## config.mk

```make
export PLATFORM = sky130hd
export DESIGN_NAME = obs_shift_chain
export DESIGN_NICKNAME = d
export VERILOG_FILES = /design/src/rtl/obs_chain_pkg.sv /design/src/rtl/chain_stage.sv /design/src/rtl/obs_shift_chain.sv
export SDC_FILE = /design/constraint.sdc
export NUM_CORES = 1
export LEC_CHECK = 0
export ABC_AREA = 1
export BUFFER_PORTS_ARGS = -buffer_cell sky130_fd_sc_hd__buf_4
export CAP_MARGIN = 20
export CORE_UTILIZATION = 28
export CTS_BUF_LIST = sky130_fd_sc_hd__clkbuf_4 sky130_fd_sc_hd__clkbuf_8 sky130_fd_sc_hd__clkbuf_16
export DETAILED_ROUTE_END_ITERATION = 6
export SYNTH_ARGS = -nofsm -noshare
export SYNTH_HDL_FRONTEND = slang
export SYNTH_SLANG_ARGS = --single-unit
```

## constraint.sdc

```tcl
create_clock -name clk -period 1.4 [get_ports clk]
set_input_delay 0.42 -clock clk [delete_from_list [all_inputs] [get_ports clk]]
set_output_delay 0.42 -clock clk [all_outputs]
set_load 0.02 [all_outputs]
```

## src/rtl/obs_chain_pkg.sv

```systemverilog
package obs_chain_pkg;
  // Bit offset of one stage's payload inside the packed view bus.
  function automatic int unsigned view_lo(input int unsigned stage, input int unsigned width);
    return stage * width;
  endfunction
endpackage

```

## src/rtl/chain_stage.sv

```systemverilog
module chain_stage #(
  parameter int DATA_W = 8
) (
  input  logic              clk,
  input  logic              rst,
  input  logic              flush,
  input  logic              up_valid,
  input  logic [DATA_W-1:0] up_data,
  output logic              up_ready,
  input  logic              dn_ready,
  output logic              st_valid,
  output logic [DATA_W-1:0] st_data
);
  logic              full_q;
  logic [DATA_W-1:0] data_q;

  // Take a new item when empty or when the held item leaves this cycle.
  assign up_ready = (~full_q | dn_ready) & ~flush;

  always_ff @(posedge clk) begin
    if (rst || flush) begin
      full_q <= 1'b0;
      data_q <= '0;
    end else if (up_ready) begin
      full_q <= up_valid;
      if (up_valid) data_q <= up_data;
    end
  end

  assign st_valid = full_q;
  assign st_data  = data_q;

  // A stalled stage keeps its item intact.
  assert_stage_hold_R5: assert property (@(posedge clk) disable iff (rst)
    (full_q && !dn_ready && !flush) |=> (full_q && $stable(data_q)));
endmodule

```

## src/rtl/obs_shift_chain.sv

```systemverilog
module obs_shift_chain #(
  parameter int DATA_W = 8,
  parameter int DEPTH  = 3
) (
  input  logic                    clk,
  input  logic                    rst,
  input  logic                    flush,
  input  logic                    in_valid,
  output logic                    in_ready,
  input  logic [DATA_W-1:0]       in_data,
  output logic                    out_valid,
  input  logic                    out_ready,
  output logic [DATA_W-1:0]       out_data,
  output logic [DEPTH-1:0]        view_valid,
  output logic [DEPTH*DATA_W-1:0] view_data
);
  import obs_chain_pkg::*;

  localparam int LAST = DEPTH - 1;

  logic [DEPTH-1:0]  stg_valid;
  logic [DEPTH-1:0]  stg_ready;
  logic [DATA_W-1:0] stg_data [DEPTH];

  for (genvar g = 0; g < DEPTH; g++) begin : g_stage
    logic              feed_valid;
    logic [DATA_W-1:0] feed_data;
    logic              take_ready;

    if (g == 0) begin : g_head
      assign feed_valid = in_valid;
      assign feed_data  = in_data;
    end else begin : g_body
      assign feed_valid = stg_valid[g-1];
      assign feed_data  = stg_data[g-1];
    end

    if (g == LAST) begin : g_tail
      assign take_ready = out_ready;
    end else begin : g_mid
      assign take_ready = stg_ready[g+1];
    end

    chain_stage #(.DATA_W(DATA_W)) u_stage (
      .clk      (clk),
      .rst      (rst),
      .flush    (flush),
      .up_valid (feed_valid),
      .up_data  (feed_data),
      .up_ready (stg_ready[g]),
      .dn_ready (take_ready),
      .st_valid (stg_valid[g]),
      .st_data  (stg_data[g])
    );

    assign view_data[view_lo(g, DATA_W) +: DATA_W] = stg_data[g];
  end

  assign view_valid = stg_valid;
  assign in_ready   = stg_ready[0];
  assign out_valid  = stg_valid[LAST] & ~flush;
  assign out_data   = stg_data[LAST];

  assert_flush_empties_R8: assert property (@(posedge clk) disable iff (rst)
    flush |=> (view_valid == '0));

  assert_flush_gates_R8: assert property (@(posedge clk) disable iff (rst)
    flush |-> (!in_ready && !out_valid));

  assert_full_stall_R5: assert property (@(posedge clk) disable iff (rst)
    ((&view_valid) && !out_ready) |-> !in_ready);

  assert_pop_stable_R9: assert property (@(posedge clk) disable iff (rst)
    (out_valid && !out_ready) |=> (flush || (out_valid && $stable(out_data))));
endmodule

```

==> impl_metrics.py <==
metrics = {
    "routing": {
        "dr.first_iter.drc_count": 10,
        "via_per_inst": 4.25,
        "wl_per_cell_um": 10.1,
        "drc": 0,
        "first_pass_iters": 4,
        "routed_wl_mm": 2.46,
        "postRouteAntennaNets": 0,
        "vias": 1033,
    },
    "status": {
        "status": "finished, violations left",
        "violations": "setup timing",
    },
    "timing": {
        "fmax_ghz": 0.690,
        "finalSetupTns_ps": -48.7,
        "fin_ws_ps": -48.7,
        "maxSlewViolCount": 0,
        "fin_skew_ps": 3.74,
        "period_share_pct": 103,
        "tightest_slew_ps": 341,
        "maxSlewHeadroom_pct": 77.3,
        "min_period_ps": 1450,
        "rsz0062_at_grt": "yes",
        "setup-violations-final": 1,
        "hold_violations": 0,
    },
    "placement": {
        "place.gp.congestion": 0.696,
        "place_ws_ps": 13.2,
        "place_area_mm2": 0.00152,
        "dpl.hpwl_mm": 1.89,
        "io_buffers": 49,
    },
    "yosys": {
        "synth_area_leaders": "dfxtp_1, nor2_1, a21oi_1",
        "synth.distinct_cells": 18,
        "avgSynthCellArea_um2": 7.76,
        "ys_seq_area_share_pct": 46.1,
        "syn-cell-area_mm2": 0.00117,
        "syn_nets": 164,
        "yosys.area.top_type": "dfxtp_1",
        "ys_ff_latch": 27,
        "synth_top_area_share_pct": 46.1,
        "synthCells": 151,
        "yosysWarnings": 0,
    },
    "grt": {
        "grt_pass1_vias": 876,
        "grt_pass1_wl_mm": 3.89,
        "grt_max_degree": 18,
        "grt_use_total_pct": 11.5,
        "antenna_found_initial": 0,
        "overflow": 0,
    },
    "cells_and_area": {
        "num-nets-final": 207,
        "final_area_mm2": 0.00158,
        "final_cell_mix": "buf_4, nor2_1, dfxtp_1",
        "diodes": 0,
        "final_common_cell": "buf_4",
        "post-route-util_pct": 39.6,
        "drive_gt1_share_pct": 37.3,
        "synthToLayoutAreaGrowth_pct": 35.0,
    },
    "power": {
        "total_power_mw": 1.41,
        "ir_drop_v": 0.000337,
        "p_leak_nw": 0.698,
        "pwr_density_cell_mw_per_mm2": 888,
    },
    "clock_tree": {
        "clkLatencyLatePin_ps": 270,
        "tritoncts": "done",
        "cts_sinks": 27,
        "hold_buffers": 0,
        "path_clk_slew_ps": 90,
        "cts_buffers": 3,
        "clk_path_buf_depth": 2,
        "cts.htree.levels": 1,
        "cts-root-buf": "clkbuf_8",
    },
    "floorplan": {
        "die_area_mm2": 0.00445,
        "die_w_um": 66.7,
        "die_h_um": 66.7,
        "io_pins": 50,
        "rows": 23,
        "start_util_pct": 29.3,
        "core_mm2": 0.00400,
    },
    "setup_path": {
        "critical_path.max_fanout": 2,
        "worstSetupEndpointType": "output port",
        "crit_arrival_ps": 1030,
        "crit_type": "flop to output port",
        "startpoint_type": "flop",
        "required_ps": 980,
    },
    "flow_run": {
        "maxCapViolations": 0,
    },
    "hold_path": {
        "hp-class": "input port to flop",
    },
}
sequential cells by signal (all words and copies together) (netlist names):
register and count:
g_stage.u_stage.st_data 24, g_stage.u_stage.st_valid 3
routing by layer:
layer	part of all wire [%]	track usage, %
met5	0	0
met4	1.7	5.59
met3	5.5	2.40
met2	48	18.3
met1	45	14.7
synthesized netlist by cell type, drive strengths merged:
cell / number
a21oi: 20
inv: 12
nand3: 16
nor2: 29
clkbuf: 2
nand2: 18
o21ai: 10
buf: 16
dfxtp: 27
a31oi: 1
worst paths after layout:
check,cells after the start,endpoint,slack [ps],from
max,4,in_ready,-50,g_stage[2].u_stage.st_valid
min reg2reg,2,g_stage[2].u_stage.st_data[5],490,g_stage[2].u_stage.st_data[5]
min,4,g_stage[1].u_stage.st_data[1],430,rst
max reg2reg,8,g_stage[1].u_stage.st_data[4],180,g_stage[2].u_stage.st_valid
power breakdown:
part / total [mW] / switching [mW] / internal [mW]
clock network: 0.451 / 0.228 / 0.223
logic: 0.162 / 0.0888 / 0.0729
registers: 0.792 / 0.0119 / 0.780
critical path, stage by stage (launching register included):
cell     delay [ps]
dfxtp_2         330
inv_2            70
nor2_4           40
a31oi_4         170
buf_6           150
stage by stage:
stage,hold slack (ps),std cells
3_5_place_dp,476,238
2_1_floorplan,476,151
5_1_grt,435,243
4_1_cts,429,243
6_report,429,243
3_3_place_gp,469,238
cell families after synthesis:
group	synth area share, %
DFF	46.1
buffers and inverters	14.7
and+or+nand+nor	24.2
AOI/OAI and AO/OA	14.9
timing repair:
item	in CTS	in global routing
gates cloned	0	0
pin swaps	0	0
buffers inserted	1	0
resized for setup	3	0
setup endpoints to repair	1	1
layout make-up:
type	count	area, um^2
clock buffers	4	48.8
fillers	427	2420
inverters	12	45.0
multi-input cells	94	459
flip-flops and latches	27	543
well taps	50	62.6
repair buffers	56	424
(Power assumes the default switching activity.)
